`config.mk`:
```
export PLATFORM = sky130hd
export DESIGN_NAME = pair_xfer_seq
export DESIGN_NICKNAME = d
export VERILOG_FILES = /design/src/rtl/pair_xfer_pkg.sv /design/src/rtl/pair_addr_calc.sv /design/src/rtl/pair_load_shape.sv /design/src/rtl/pair_beat_fsm.sv /design/src/rtl/pair_xfer_seq.sv
export SDC_FILE = /design/constraint.sdc
export NUM_CORES = 1
export LEC_CHECK = 0
export ABC_AREA = 0
export BUFFER_PORTS_ARGS = -buffer_cell sky130_fd_sc_hd__buf_2
export CAP_MARGIN = 20
export CORE_MARGIN = 1
export CORE_UTILIZATION = 40
export CTS_BUF_LIST = sky130_fd_sc_hd__clkbuf_4 sky130_fd_sc_hd__clkbuf_8
export CTS_CLUSTER_SIZE = 24
export DETAILED_ROUTE_END_ITERATION = 10
export SYNTH_ARGS = -nofsm -noshare
export SYNTH_HDL_FRONTEND = slang
export SYNTH_SLANG_ARGS = --single-unit
export TNS_END_PERCENT = 50
```
`constraint.sdc`:
```
create_clock -name clk -period 4.8 [get_ports clk]
set_clock_uncertainty 0.1 [all_clocks]
set_input_delay 0.24 -clock clk [delete_from_list [all_inputs] [get_ports clk]]
set_output_delay 0.24 -clock clk [all_outputs]
set_load 0.005 [all_outputs]
```
`src/rtl/pair_xfer_pkg.sv`:
```
package pair_xfer_pkg;

   typedef enum logic [1:0] {
      AM_OFFSET = 2'd0,
      AM_PRE    = 2'd1,
      AM_POST   = 2'd2,
      AM_SPARE  = 2'd3
   } addr_mode_e;

   typedef enum logic [1:0] {
      SQ_IDLE = 2'd0,
      SQ_LO   = 2'd1,
      SQ_HI   = 2'd2,
      SQ_DONE = 2'd3
   } seq_state_e;

   localparam int unsigned WORD_BYTES_LOG2  = 2;
   localparam int unsigned DWORD_BYTES_LOG2 = 3;

endpackage

```
`src/rtl/pair_addr_calc.sv`:
```
module pair_addr_calc
   import pair_xfer_pkg::*;
#(
   parameter int unsigned ADDR_W = 64,
   parameter int unsigned IMM_W  = 7
) (
   input  logic [ADDR_W-1:0] base,
   input  logic [IMM_W-1:0]  imm,
   input  logic              dword,
   input  logic [1:0]        mode,
   output logic [ADDR_W-1:0] first_addr,
   output logic [ADDR_W-1:0] wb_value,
   output logic              wb_en
);

   localparam int unsigned EXT_W = ADDR_W - IMM_W;

   if (IMM_W < 2) begin : g_bad_imm
      $error("pair_addr_calc: IMM_W must be at least 2");
   end
   if (ADDR_W < IMM_W + DWORD_BYTES_LOG2 + 1) begin : g_bad_addr
      $error("pair_addr_calc: ADDR_W too small for scaled immediate");
   end

   logic [ADDR_W-1:0] imm_ext;
   logic [ADDR_W-1:0] scaled;
   logic [ADDR_W-1:0] offset_sum;
   addr_mode_e        am;

   always_comb begin
      am         = addr_mode_e'(mode);
      imm_ext    = {{EXT_W{imm[IMM_W-1]}}, imm};
      scaled     = dword ? (imm_ext << DWORD_BYTES_LOG2) : (imm_ext << WORD_BYTES_LOG2);
      offset_sum = base + scaled;
      first_addr = (am == AM_POST) ? base : offset_sum;
      wb_value   = offset_sum;
      wb_en      = (am == AM_PRE) || (am == AM_POST);
   end

endmodule

```
`src/rtl/pair_load_shape.sv`:
```
module pair_load_shape #(
   parameter int unsigned DATA_W  = 64,
   parameter int unsigned LANES   = 2,
   parameter bit          SEXT_EN = 1'b1
) (
   input  logic [LANES-1:0][DATA_W-1:0] raw,
   input  logic                         dword,
   input  logic                         sext,
   output logic [LANES-1:0][DATA_W-1:0] shaped
);

   localparam int unsigned HALF_W = DATA_W / 2;

   if (DATA_W % 2 != 0) begin : g_bad_width
      $error("pair_load_shape: DATA_W must be even");
   end

   for (genvar ln = 0; ln < LANES; ln++) begin : g_lane
      logic fill;
      if (SEXT_EN) begin : g_sext
         assign fill = sext & raw[ln][HALF_W-1];
      end else begin : g_zext
         assign fill = 1'b0;
      end
      assign shaped[ln] = dword ? raw[ln] : {{HALF_W{fill}}, raw[ln][HALF_W-1:0]};
   end

endmodule

```
`src/rtl/pair_beat_fsm.sv`:
```
module pair_beat_fsm
   import pair_xfer_pkg::*;
#(
   parameter int unsigned ADDR_W = 64,
   parameter int unsigned DATA_W = 64
) (
   input  logic              clk,
   input  logic              rst_n,
   input  logic              start,
   input  logic [ADDR_W-1:0] first_addr,
   input  logic              dword_in,
   input  logic              store_in,
   input  logic [DATA_W-1:0] wdata0_in,
   input  logic [DATA_W-1:0] wdata1_in,
   input  logic              mem_ready,
   input  logic [DATA_W-1:0] mem_rdata,
   output logic              busy,
   output logic              mem_valid,
   output logic              mem_write,
   output logic              mem_dword,
   output logic [ADDR_W-1:0] mem_addr,
   output logic [DATA_W-1:0] mem_wdata,
   output logic [DATA_W-1:0] raw0,
   output logic [DATA_W-1:0] raw1,
   output logic              done,
   output logic              is_store
);

   localparam int unsigned HALF_W = DATA_W / 2;
   localparam logic [ADDR_W-1:0] STEP_W = ADDR_W'(1) << WORD_BYTES_LOG2;
   localparam logic [ADDR_W-1:0] STEP_D = ADDR_W'(1) << DWORD_BYTES_LOG2;

   seq_state_e        state;
   logic [ADDR_W-1:0] addr_q;
   logic              dword_q;
   logic              store_q;
   logic [DATA_W-1:0] wd0_q, wd1_q;
   logic [DATA_W-1:0] wd_sel;

   always_ff @(posedge clk) begin
      if (!rst_n) begin
         state   <= SQ_IDLE;
         addr_q  <= '0;
         dword_q <= 1'b0;
         store_q <= 1'b0;
         wd0_q   <= '0;
         wd1_q   <= '0;
         raw0    <= '0;
         raw1    <= '0;
      end else begin
         unique case (state)
            SQ_IDLE: if (start) begin
               addr_q  <= first_addr;
               dword_q <= dword_in;
               store_q <= store_in;
               wd0_q   <= wdata0_in;
               wd1_q   <= wdata1_in;
               state   <= SQ_LO;
            end
            SQ_LO: if (mem_ready) begin
               raw0   <= mem_rdata;
               addr_q <= addr_q + (dword_q ? STEP_D : STEP_W);
               state  <= SQ_HI;
            end
            SQ_HI: if (mem_ready) begin
               raw1  <= mem_rdata;
               state <= SQ_DONE;
            end
            SQ_DONE: state <= SQ_IDLE;
            default: state <= SQ_IDLE;
         endcase
      end
   end

   always_comb begin
      busy      = (state != SQ_IDLE);
      mem_valid = (state == SQ_LO) || (state == SQ_HI);
      mem_write = store_q;
      mem_dword = dword_q;
      mem_addr  = addr_q;
      wd_sel    = (state == SQ_HI) ? wd1_q : wd0_q;
      mem_wdata = dword_q ? wd_sel : {{HALF_W{1'b0}}, wd_sel[HALF_W-1:0]};
      done      = (state == SQ_DONE);
      is_store  = store_q;
   end


   beat_hold_chk: assert property (@(posedge clk) disable iff (!rst_n)
      (mem_valid && !mem_ready) |=> (mem_valid && $stable(mem_addr) && $stable(mem_wdata)
                                     && $stable(mem_write) && $stable(mem_dword)));


   beat_step_chk: assert property (@(posedge clk) disable iff (!rst_n)
      (state == SQ_LO && mem_ready) |=>
         (mem_addr == $past(mem_addr) + ($past(mem_dword) ? STEP_D : STEP_W)));


   done_order_chk: assert property (@(posedge clk) disable iff (!rst_n)
      (state == SQ_HI && mem_ready) |=> (done && !mem_valid));

endmodule

```
`src/rtl/pair_xfer_seq.sv`:
```
module pair_xfer_seq #(
   parameter int unsigned ADDR_W  = 64,
   parameter int unsigned DATA_W  = 64,
   parameter int unsigned IMM_W   = 7,
   parameter bit          SEXT_EN = 1'b1
) (
   input  logic              clk,
   input  logic              rst_n,
   input  logic              cmd_valid,
   input  logic [ADDR_W-1:0] cmd_base,
   input  logic [IMM_W-1:0]  cmd_imm,
   input  logic              cmd_dword,
   input  logic [1:0]        cmd_mode,
   input  logic              cmd_store,
   input  logic              cmd_sext,
   input  logic [DATA_W-1:0] cmd_wdata0,
   input  logic [DATA_W-1:0] cmd_wdata1,
   output logic              busy,
   output logic              mem_valid,
   input  logic              mem_ready,
   output logic              mem_write,
   output logic              mem_dword,
   output logic [ADDR_W-1:0] mem_addr,
   output logic [DATA_W-1:0] mem_wdata,
   input  logic [DATA_W-1:0] mem_rdata,
   output logic              res_valid,
   output logic [DATA_W-1:0] res_data0,
   output logic [DATA_W-1:0] res_data1,
   output logic              wb_valid,
   output logic [ADDR_W-1:0] wb_base
);

   localparam int unsigned LANES  = 2;
   localparam int unsigned HALF_W = DATA_W / 2;

   if (DATA_W != 64) begin : g_bad_data
      $error("pair_xfer_seq: DATA_W must be 64 for word/doubleword pairs");
   end

   logic              start;
   logic [ADDR_W-1:0] first_addr, wb_value;
   logic              wb_en;
   logic              wb_en_q, sext_q;
   logic [ADDR_W-1:0] wb_base_q;
   logic [DATA_W-1:0] raw0, raw1;
   logic              done, is_store;
   logic [LANES-1:0][DATA_W-1:0] raw_pair, shaped_pair;

   assign start = cmd_valid && !busy;

   pair_addr_calc #(.ADDR_W(ADDR_W), .IMM_W(IMM_W)) u_calc (
      .base       (cmd_base),
      .imm        (cmd_imm),
      .dword      (cmd_dword),
      .mode       (cmd_mode),
      .first_addr (first_addr),
      .wb_value   (wb_value),
      .wb_en      (wb_en)
   );

   pair_beat_fsm #(.ADDR_W(ADDR_W), .DATA_W(DATA_W)) u_fsm (
      .clk        (clk),
      .rst_n      (rst_n),
      .start      (start),
      .first_addr (first_addr),
      .dword_in   (cmd_dword),
      .store_in   (cmd_store),
      .wdata0_in  (cmd_wdata0),
      .wdata1_in  (cmd_wdata1),
      .mem_ready  (mem_ready),
      .mem_rdata  (mem_rdata),
      .busy       (busy),
      .mem_valid  (mem_valid),
      .mem_write  (mem_write),
      .mem_dword  (mem_dword),
      .mem_addr   (mem_addr),
      .mem_wdata  (mem_wdata),
      .raw0       (raw0),
      .raw1       (raw1),
      .done       (done),
      .is_store   (is_store)
   );

   always_ff @(posedge clk) begin
      if (!rst_n) begin
         wb_en_q   <= 1'b0;
         sext_q    <= 1'b0;
         wb_base_q <= '0;
      end else if (start) begin
         wb_en_q   <= wb_en;
         sext_q    <= cmd_sext;
         wb_base_q <= wb_value;
      end
   end

   assign raw_pair[0] = raw0;
   assign raw_pair[1] = raw1;

   pair_load_shape #(.DATA_W(DATA_W), .LANES(LANES), .SEXT_EN(SEXT_EN)) u_shape (
      .raw    (raw_pair),
      .dword  (mem_dword),
      .sext   (sext_q),
      .shaped (shaped_pair)
   );

   assign res_valid = done && !is_store;
   assign res_data0 = shaped_pair[0];
   assign res_data1 = shaped_pair[1];
   assign wb_valid  = done && wb_en_q;
   assign wb_base   = wb_base_q;


   sext_fill_chk: assert property (@(posedge clk) disable iff (!rst_n)
      (res_valid && !mem_dword && sext_q) |->
         (res_data0[DATA_W-1:HALF_W] == {HALF_W{res_data0[HALF_W-1]}} &&
          res_data1[DATA_W-1:HALF_W] == {HALF_W{res_data1[HALF_W-1]}}));


   busy_release_chk: assert property (@(posedge clk) disable iff (!rst_n)
      (res_valid || wb_valid) |=> (!busy && !res_valid && !wb_valid));


   start_idle_chk: assert property (@(posedge clk) disable iff (!rst_n)
      $rose(busy) |-> $past(cmd_valid));


   valid_busy_chk: assert property (@(posedge clk) disable iff (!rst_n)
      mem_valid |-> busy);

endmodule

```
# Yosys cells after proc, flatten, opt, wreduce, memory -nomap -nowiden
# Index checks and enable logic that the tools add are counted.
[op_classes] bitwise=2 muxes=14 shifts=0 mul=0 n_eq_ne=8 order_cmp=0 div=0 n_addsub=2 n_reduce_logical=15
[op_table] op="two-way mux 64 bit" count=7
[op_table] op="adder 64 bit" count=2
[op_table] op="case mux 64 bit (2 select lines)" count=1
[op_table] op="two-way mux 9 bit" count=1
[op_table] op="case mux 2 bit (4 select lines)" count=1
[op_table] op="equality test 2 bit (second input constant)" count=3
[op_table] op="two-way mux 2 bit" count=3
[op_table] op="inequality test 2 bit (second input constant)" count=3
[op_table] op="AND reduction 2 bit" count=3
[op_table] op="AND reduction 3 bit" count=2
[op_table] op="equality test 2 x 1 -> 1 bit (second input constant)" count=2
[op_table] op="two-way mux 4 bit" count=1
[op_table] op="nonzero test 2 bit" count=2
[op_table] op="logical AND 1 bit" count=3
[op_table] op="AND 1 bit" count=2
[op_table] op="logical NOT 1 bit" count=2
[op_table] op="logical NOT 2 bit" count=1
[op_table] op="logical OR 1 bit" count=2
[word_totals] romBits=0 latch_bits=0 ram_bits=0 elab_cells=52 ff_bits=390 in_bits=272 n_memories=0

# Longest topological paths before layout
# Gate-level depths: netlist (run 1).
[depth] depth_word=5 ltp_mapped=15

# By module
# A second synthesis (run 1) with hierarchy kept.
[unflattened] hier_cells=3067 area_unflattened_um2=22735.6
[modules_own_cells] mod="pair_beat_fsm" instances=1 area_each_um2=14039.7 cells_each=1845
[modules_own_cells] mod="pair_addr_calc" instances=1 area_each_um2=4903.5 cells_each=725
[modules_own_cells] mod="pair_xfer_seq" instances=1 area_each_um2=2653.8 cells_each=290
[modules_own_cells] mod="pair_load_shape" instances=1 area_each_um2=1138.6 cells_each=207

# Worst setup path after synthesis (run 1)
# Ideal clock, no wire load.
[synth_path] kind="reg2reg" start="reg u_fsm.dword_q, in the netlist u_fsm.mem_dword" end="reg u_fsm.addr_q[58], in the netlist u_fsm.mem_addr[58]" required_ps=4576 path_stages_with_launch=15 path_buffers=1 setup_slack_ps=1332 arrival_ps=3244 synth_period_minus_slack_ps=3468 cell_sequence="dfxtp_1 > inv_1 > clkbuf_1 > ha_1 > inv_1 > fa_1 > nand3b_1 > nor4_1 > and3_1 > nand2_1 > nor2_1 > nand4_1 > xnor2_1 > a221oi_1 > a21oi_1"
[synth_between] elab_chain_cells=4
[synth_lines] element="start: declaration" line_no="pair_beat_fsm.sv:35" source="logic dword_q;"
[synth_lines] element="start signal: assignment" line_no="pair_beat_fsm.sv:54" source="dword_q <= dword_in;"
[synth_lines] element="two-way mux 4 bit" line_no="pair_beat_fsm.sv:62" source="addr_q <= addr_q + (dword_q ? STEP_D : STEP_W);"
[synth_lines] element="adder 64 bit" line_no="pair_beat_fsm.sv:62"
[synth_lines] element="two-way mux 64 bit" line_no="pair_beat_fsm.sv:60" source="SQ_LO: if (mem_ready) begin"
[synth_lines] element="case mux 64 bit (2 select lines)" line_no="pair_beat_fsm.sv:51" source="unique case (state)"
[synth_lines] element="end signal: assignment" line_no="pair_beat_fsm.sv:53" source="addr_q <= first_addr;"
[synth_lines] element="end signal: assignment" line_no="pair_beat_fsm.sv:62"
[synth_lines] element="end: declaration" line_no="pair_beat_fsm.sv:34" source="logic [ADDR_W-1:0] addr_q;"
# Every way passes these cells. The select of a mux whose other input is x is not followed.
# A chain may end at the register's enable or synchronous reset.

# Worst setup path in the final report (run 1)
[layout_path] start="in cmd_dword" end="reg u_fsm.addr_q[59], in the netlist u_fsm.mem_addr[59]"
[layout_between] elab_chain_cells=5
[layout_lines] element="start: declaration" line_no="pair_xfer_seq.sv:12" source="input logic cmd_dword,"
[layout_lines] element="two-way mux 9 bit" line_no="pair_addr_calc.sv:33" source="scaled = dword ? (imm_ext << DWORD_BYTES_LOG2) : (imm_ext << WORD_BYTES_LOG2);"
[layout_lines] element="adder 64 bit" line_no="pair_addr_calc.sv:34" source="offset_sum = base + scaled;"
[layout_lines] element="two-way mux 64 bit" line_no="pair_addr_calc.sv:35" source="first_addr = (am == AM_POST) ? base : offset_sum;"
[layout_lines] element="two-way mux 64 bit" line_no="pair_beat_fsm.sv:52" source="SQ_IDLE: if (start) begin"
[layout_lines] element="case mux 64 bit (2 select lines)" line_no="pair_beat_fsm.sv:51"
# Every way passes these cells. The select of a mux whose other input is x is not followed.

==> results of run 1 <==
[path summary, 6_finish.rpt]
path,startpoint,to,slack [ps],cells after the start
setup / recovery,cmd_dword,u_fsm.mem_addr[59],720,15
hold reg to reg,u_fsm.raw0[6],u_fsm.raw0[6],350,2
setup reg to reg,u_fsm.mem_addr[12],u_fsm.mem_addr[45],810,11
hold / removal,rst_n,u_fsm.mem_addr[58],40,4
[cell usage after synthesis, types with 19 or more instances]
master,instances,area [µm²]
a21o_1,35,263
a21oi_1,445,2230
o21ai_0,113,566
xnor2_1,39,342
ha_1,68,851
a31oi_1,25,156
nor2_1,174,653
nand2_1,821,3080
clkbuf_1,160,601
mux2_2,39,439
dfxtp_1,390,7810
buf_4,70,526
inv_1,36,135
nand3_1,73,365
nand4_1,30,188
nor3_1,26,130
mux2i_1,52,521
o21a_1,19,143
buf_1,32,120
and3_1,25,156
[cell families after synthesis]
kind of cell             share of synthesized area (%)
adder cells (fa/ha/maj)                           4.11
AND/OR/NAND/NOR                                   24.3
XOR/XNOR                                          2.38
multiplexers                                      4.43
buffers and inverters                             6.72
AO/OA/AOI/OAI                                     22.0
flip-flops                                        36.0
[worst max-delay path, stage by stage]
cell and delay (ps):
dlygate4sd3_1 520, buf_2 220, mux2_2 360, ha_1 370
and3_1 240, and3_1 200, a21oi_2 270, o2bb2ai_1 300
o221a_2 350, a21oi_1 160, a21boi_0 250, xor2_1 210
nor2_1 70, o31a_1 240, dlygate4sd3_1 550
[power by group]
group | leakage (nW) | internal, W | switching (W) | total (W)
Combinational | 8.67 | 0.00198 | 0.00347 | 0.00546
Sequential | 3.19 | 0.00394 | 0.000585 | 0.00452
Clock | 0.855 | 0.00205 | 0.00153 | 0.00357
Total | 12.7 | 0.00796 | 0.00559 | 0.0136
[per-stage QoR]
stage	hold slack, ps	utilization (%)	total power (W)
6_report	41.6	54.3	0.0136
3_3_place_gp	338	46.2	0.00966
4_1_cts	0.753	54.2	0.0135
5_1_grt	29.1	54.3	0.0143
3_5_place_dp	343	46.3	0.00975
2_1_floorplan	276	-	0.00772
[area by class of cell]
type	count	area, µm²
Timing Repair Buffer	889	5910
Sequential cell	390	7810
Multi-Input combinational cell	2271	12500
Fill cell	5084	24300
Tap cell	688	861
Clock inverter	12	146
Inverter	36	143
Clock buffer	119	1460
Antenna cell	7	17.5
[state kept, by name, indices dropped and copies added, names as in the netlist]
signal           cells
sext_q               1
u_fsm.is_store       1
u_fsm.mem_addr      64
u_fsm.mem_dword      1
u_fsm.raw0          64
u_fsm.raw1          64
u_fsm.state          2
u_fsm.wd0_q         64
u_fsm.wd1_q         64
wb_base             64
wb_en_q              1
[repair_timing]
item	4_1_cts	5_1_grt
hold buffers	260	0
setup buffers	0	0
endpoints found under the hold margin	321	0
[metal layers]
metal  vias up  GRT usage, %
li1      11605             -
met1     11435          38.7
met2      1064          51.0
met3       246          6.80
met4         0          14.6
met5         -             0
==> impl_metrics.ini, run 1 <==
[cts]
cts_sinks = 390
cts_buffer_depth = 3
clkLatencyLatePin_ps = 670
cts_tree = done
htreeDepth = 3
post_cts_resized = 0
cts_buffers = 75
clk_pin_slew_ps = 60
clock-root-buffer = clkbuf_8

[timing]
slew_headroom_pct = 25.0
fmax_ghz = 0.245
finalHoldViolations = 0
fin_ws_ps = 716
rsz0062_at_grt = false
period_minus_slack_ps = 4080
slew_viol_final = 0
worst_pin_slew_ps = 1120
finalSetupTns_ps = 0
period_share_pct = 85.1
finalSetupViolCount = 0

[status]
status = completed

[layout]
syn_to_final_growth_pct = 32.9
drive_gt1_share_pct = 22.6
nets = 4005
final_area_mm2 = 0.0288
final_cell_mix = nand2_1 (818), buf_2 (597), a21oi_1 (444), dfxtp_1 (389), dlygate4sd3_1 (260)
instances_no_fill = 4412
final_common_cell = nand2_1

[placement]
globalplace.congestion = 0.974
post-place-ws_ps = 757
portBuffers = 597
hpwlAfterDp_um = 62600
dp.cells = 4013
place_area_mm2 = 0.0246

[die]
die_w_um = 235
initial_core_util_pct = 40.8
die-area_mm2 = 0.0551
rows = 84
core_mm2 = 0.0531
pin_count = 598
fp.dieH_um = 235

[global_route]
grt.overflow.total = 0
grt_pass1_wl_um = 136000
grt_pass1_vias = 23422
antenna_found_initial = 7
grtUsageTotal_pct = 31.1
grt_max_degree = 193

[drt]
ant_nets = 0
wire_per_inst_um = 20.2
finalWirelength_um = 89300
num_vias = 24350
dr.pass1.iters = 6
dr_wl_met2_um = 41600
dr_wl_met3_um = 6950
via_per_inst = 5.52
routed.top_layer = met4
drc = 0
drtIter0Drc = 1921
wl_met1_um = 36700

[logic_synthesis]
syn_nets = 3316
synthArstFlopShare_pct = 0
yosys_warnings = 0
yosysSeqAreaShare_pct = 36.0
ys_ff_latch = 390
synth_top_flop_cell = dfxtp_1
syn_area_mm2 = 0.0217
postSynthAreaPerCell_um2 = 7.29
yosys.cell_types.count = 82
syn_inst = 2974
synth_edf_count = 0

[worst_setup_path]
worstSetupStartpointType = input port
cp.required_ps = 5250
path_max_fanout = 8
cp-end-kind = register
arrival_ps = 4540
path_class = input port to register

[power]
cellPowerDensity_mw_per_mm2 = 470
peakVddDrop_v = 0.000421
leakage_nw = 12.7

[job]
cap_violations = 0

[worst_hold_path]
hp-class = input port to register
No activity file was read; power rests on OpenSTA's default activity.
==> run 2: changes to the inputs <==
CORE_ASPECT_RATIO = 1.25   (was unset)
==> impl_metrics.ini, run 2 (same netlist as run 1, synthesis figures left out) <==
[worst_setup_path]
arrival_ps = 4300
r2r_setup_slack_ps = 930
critPathTopFamily = simple AND/OR/NAND/NOR gates
cp_cell_sequence = inv_1 > ha_1 > inv_1 > fa_1 > nand3b_1 > nor4_1 > buf_4 > and2_1 > nand3_1 > nor2_1 > nand2_1 > nor2_1 > xnor2_1 > a221oi_1 > a31oi_1
cp-end-kind = register
path_buf_inv = 3
path_max_fanout = 6
cpPeakStageDelay_ps = 570
cp_slowest_cell = a221oi_1
path_class = register to register
worstSetupStartpointType = register
cp.required_ps = 5220

[power]
peakVddDrop_v = 0.000359
cellPowerDensity_mw_per_mm2 = 470
switching_share_pct = 41.6
internal_power_w = 0.00790
leakage_nw = 12.7
clkPwrFrac_pct = 26.2
pwr-share-seq_pct = 33.3
p_switching_w = 0.00562
power_frac_comb_pct = 40.5

[cts]
clock-root-buffer = clkbuf_8
cts.hold.buffers_added = 257
post_cts_resized = 0
clk_pin_slew_ps = 60
htreeDepth = 3
cts_buffer_depth = 3
cts_buffers = 70
clkLatencyLatePin_ps = 680
cts_sinks = 390
postCtsSetupRepairBufs = 0
cts_tree = done

[placement]
portBuffers = 597
place_area_mm2 = 0.0246
globalplace.congestion = 0.946
hpwlAfterDp_um = 64400

[layout]
syn_to_final_growth_pct = 32.7
nets = 3995
fillCellCount = 5257
final_cell_mix = nand2_1 (818), buf_2 (597), a21oi_1 (444), dfxtp_1 (389), dlygate4sd3_1 (257)
final_common_cell = nand2_1
final_area_mm2 = 0.0288
post-route-util_pct = 53.6
drive_gt1_share_pct = 22.4

[die]
die_w_um = 210
die-area_mm2 = 0.0551
rows = 95
fp.dieH_um = 262
initial_core_util_pct = 40.4
core_mm2 = 0.0536
pin_count = 598

[global_route]
antenna_found_initial = 7
grtUsageTotal_pct = 31.5
grt_pass1_vias = 23675
grt.overflow.total = 0
grt_pass1_wl_um = 136000
grt_max_degree = 176

[drt]
finalWirelength_um = 90700
drc = 0
wire_per_inst_um = 20.4
dr.pass1.iters = 7
num_vias = 24589
via_per_inst = 5.54
ant_nets = 0
drtIter0Drc = 2157

[job]
cap_violations = 0

[timing]
rsz0062_at_grt = false
finalSetupViolCount = 0
fmax_ghz = 0.258
finalSetupTns_ps = 0
period_share_pct = 80.7
slew_viol_final = 0
worst_pin_slew_ps = 1190
finalHoldViolations = 0
period_minus_slack_ps = 3870
slew_headroom_pct = 20.7

[status]
status = completed

[worst_hold_path]
hp-class = input port to register
[run 2: cell types whose count changed in the layout (fill, tap and decap cells not counted), moves of 2 or more]
cell,delta
bufinv_16,+2
clkbuf_4,-9
clkbuf_8,-5
clkinv_2,+4
dlygate4sd3_1,-3
inv_8,+2
[run 2: per-layer routing]
layer	global-route usage, %	part of all wire [%]	vias to the layer above
met4	18.3	5.8	0
met3	6.27	7.4	281
li1	-	-	11556
met1	36.3	39	11597
met2	53.8	48	1155
met5	0	0	-
[run 2: worst paths after layout]
path                   startpoint            endpoint  cells past startpoint
setup reg to reg  u_fsm.mem_dword  u_fsm.mem_addr[54]                     15
hold reg to reg        wb_base[1]          wb_base[1]                      2
hold / removal         cmd_imm[0]          wb_base[2]                      5
setup / recovery  u_fsm.mem_dword  u_fsm.mem_addr[54]                     15
[run 2: tightest hold or removal path, stage by stage]
cell and delay (ps):
buf_2 110, nor2b_1 130, ha_1 150, nand2_1 50, a21oi_1 110
[run 2: final cells by class]
| cell class | instances | area, µm² | area share [%] |
|---|---|---|---|
| clock inverter | 19 | 241 | 0.840 |
| timing repair buffer | 884 | 5840 | 20.3 |
| tap | 727 | 910 | 3.16 |
| sequential | 390 | 7810 | 27.2 |
| multi-input combinational | 2271 | 12500 | 43.4 |
| antenna | 7 | 17.5 | 0.0609 |
| clock buffer | 105 | 1330 | 4.61 |
| inverter | 36 | 143 | 0.496 |
[run 2: power groups by stage]
stage	registers [W]	clock network [W]	logic [W]
finish	0.00451	0.00354	0.00547
global route	0.00458	0.00374	0.00593
CTS	0.00448	0.00361	0.00543
detailed placement	0.00455	0	0.00523
global placement	0.00452	0	0.00517
floorplan	0.00442	0	0.00330
[run 2: per-stage QoR]
stage | power (W) | hold WS (ps) | setup slack, ps | std cells
after global placement | 0.00970 | 338 | 918 | 4049
after detailed placement | 0.00978 | 343 | 909 | 4050
after CTS | 0.0135 | 10.0 | 1050 | 4431
after global routing | 0.0142 | 66.9 | 689 | 4438
after floorplan | 0.00772 | 276 | 1330 | 2974
final | 0.0135 | 49.3 | 928 | 4439
==> run 3: changes to the inputs <==
clock period = 3.65 ns   (was 4.8 ns; I/O delays follow)
==> impl_metrics.ini, run 3 (same netlist as run 1, synthesis figures left out) <==
[status]
status = completed

[layout]
final_cell_mix = nand2_1 (818), buf_2 (597), a21oi_1 (444), dfxtp_1 (389), dlygate4sd3_1 (265)
nets = 4074
fillCellCount = 5226
drive_gt1_share_pct = 23.9
final_area_mm2 = 0.0294
multi_input_area_mm2 = 0.0125
final-seq-area_mm2 = 0.00781
final_common_cell = nand2_1
syn_to_final_growth_pct = 35.7
instances_no_fill = 4520

[die]
initial_core_util_pct = 40.4
fp.dieH_um = 262
die_w_um = 210
core_mm2 = 0.0536
rows = 95
die-area_mm2 = 0.0551
pin_count = 598

[cts]
cts_sinks = 390
postCtsSetupRepairBufs = 0
clock-root-buffer = clkbuf_8
cts_tree = done
clk_pin_slew_ps = 60
clkLatencyLatePin_ps = 680
cts_buffer_depth = 3
cts_buffers = 70
htreeDepth = 3

[global_route]
antenna_found_initial = 9
grt_pass1_vias = 24343
grt_pass1_wl_um = 141000
grt_max_degree = 182
grt.overflow.total = 0
grtUsageTotal_pct = 32.7

[drt]
num_vias = 25041
via_per_inst = 5.54
dr.pass1.iters = 5
drc = 0
wire_per_inst_um = 20.7
finalWirelength_um = 93600
ant_nets = 0
drtIter0Drc = 2130

[placement]
globalplace.congestion = 0.977
portBuffers = 597
place_area_mm2 = 0.0251
hpwlAfterDp_um = 67700
dp.cells = 4122

[job]
cap_violations = 0

[timing]
rsz0062_at_grt = false
finalHoldViolations = 0
slew_headroom_pct = 41.2
period_minus_slack_ps = 3420
period_share_pct = 93.7
finalSetupViolCount = 0
slew_viol_final = 0
fmax_ghz = 0.292
worst_pin_slew_ps = 883

[power]
leakage_nw = 13.0
cellPowerDensity_mw_per_mm2 = 614
peakVddDrop_v = 0.000865

[worst_setup_path]
arrival_ps = 3870
r2r_setup_slack_ps = 230
path_class = register to register
cp.required_ps = 4100
path_max_fanout = 4
critPathTopFamily = simple AND/OR/NAND/NOR gates
cp_slowest_cell = fa_1
cp_cell_sequence = inv_1 > ha_1 > inv_1 > fa_1 > nand3b_1 > nor4_2 > buf_4 > and3_1 > nand2_1 > nor2_2 > buf_4 > nand4_1 > xnor2_1 > a221oi_1 > a21oi_1
cp-end-kind = register
cpPeakStageDelay_ps = 420
path_buf_inv = 4
worstSetupStartpointType = register

[worst_hold_path]
hp-class = input port to register
-- run 3: layout make-up --
cell class,count,area share [%]
multi-input cells,2271,42.4
diodes,9,0.0766
repair buffers,963,22.0
flip-flops and latches,390,26.5
clock buffers,101,4.51
clock inverters,23,0.889
inverters,36,0.485
well taps,727,3.09
-- run 3: tightest hold or removal path, cell delays in order --
cell and delay, ps:
buf_2 130, nand2b_1 130, o311a_1 160, a21oi_1 40, a31oi_1 150
-- run 3: per-layer routing --
layer	part of all wire (%)	global-route usage [%]	wire length (µm)	vias to the layer above
met5	0.014	0	13	-
met4	5.3	18.3	5000	2
met3	7.3	7.05	6860	271
met2	49	56.6	45800	1168
met1	38	36.9	36000	11873
li1	-	-	-	11727
-- run 3: final timing paths --
path	startpoint	end	cells past startpoint
setup / recovery	u_fsm.mem_dword	u_fsm.mem_addr[58]	15
hold / removal	cmd_base[55]	u_fsm.mem_addr[55]	5
setup reg to reg	u_fsm.mem_dword	u_fsm.mem_addr[58]	15
hold reg to reg	u_fsm.raw1[0]	u_fsm.raw1[0]	2
-- run 3: repair_timing --
item / in CTS / in global routing
resized for setup: 0 / 3
hold buffers: 265 / 0
setup endpoints to repair: 0 / 7
hold endpoints to repair: 336 / 0
-- run 3: through the flow --
| step | hold WS, ps | total power [W] | util (%) | setup WS [ps] | setup TNS, ps |
|---|---|---|---|---|---|
| after floorplan | 218 | 0.0101 | - | 182 | 0 |
| after global placement | 323 | 0.0129 | 46.9 | -36.0 | -36.0 |
| after detailed placement | 330 | 0.0130 | 46.9 | -31.2 | -31.2 |
| after CTS | 33.7 | 0.0180 | 54.8 | 194 | 0 |
| after global routing | 92.0 | 0.0191 | 54.9 | 6.18 | 0 |
| final | 98.1 | 0.0181 | 54.9 | 230 | 0 |
-- run 3: report_power, final --
part           switching, W  internal (W)
Sequential         0.000766       0.00517
Combinational       0.00470       0.00271
Clock               0.00207       0.00266
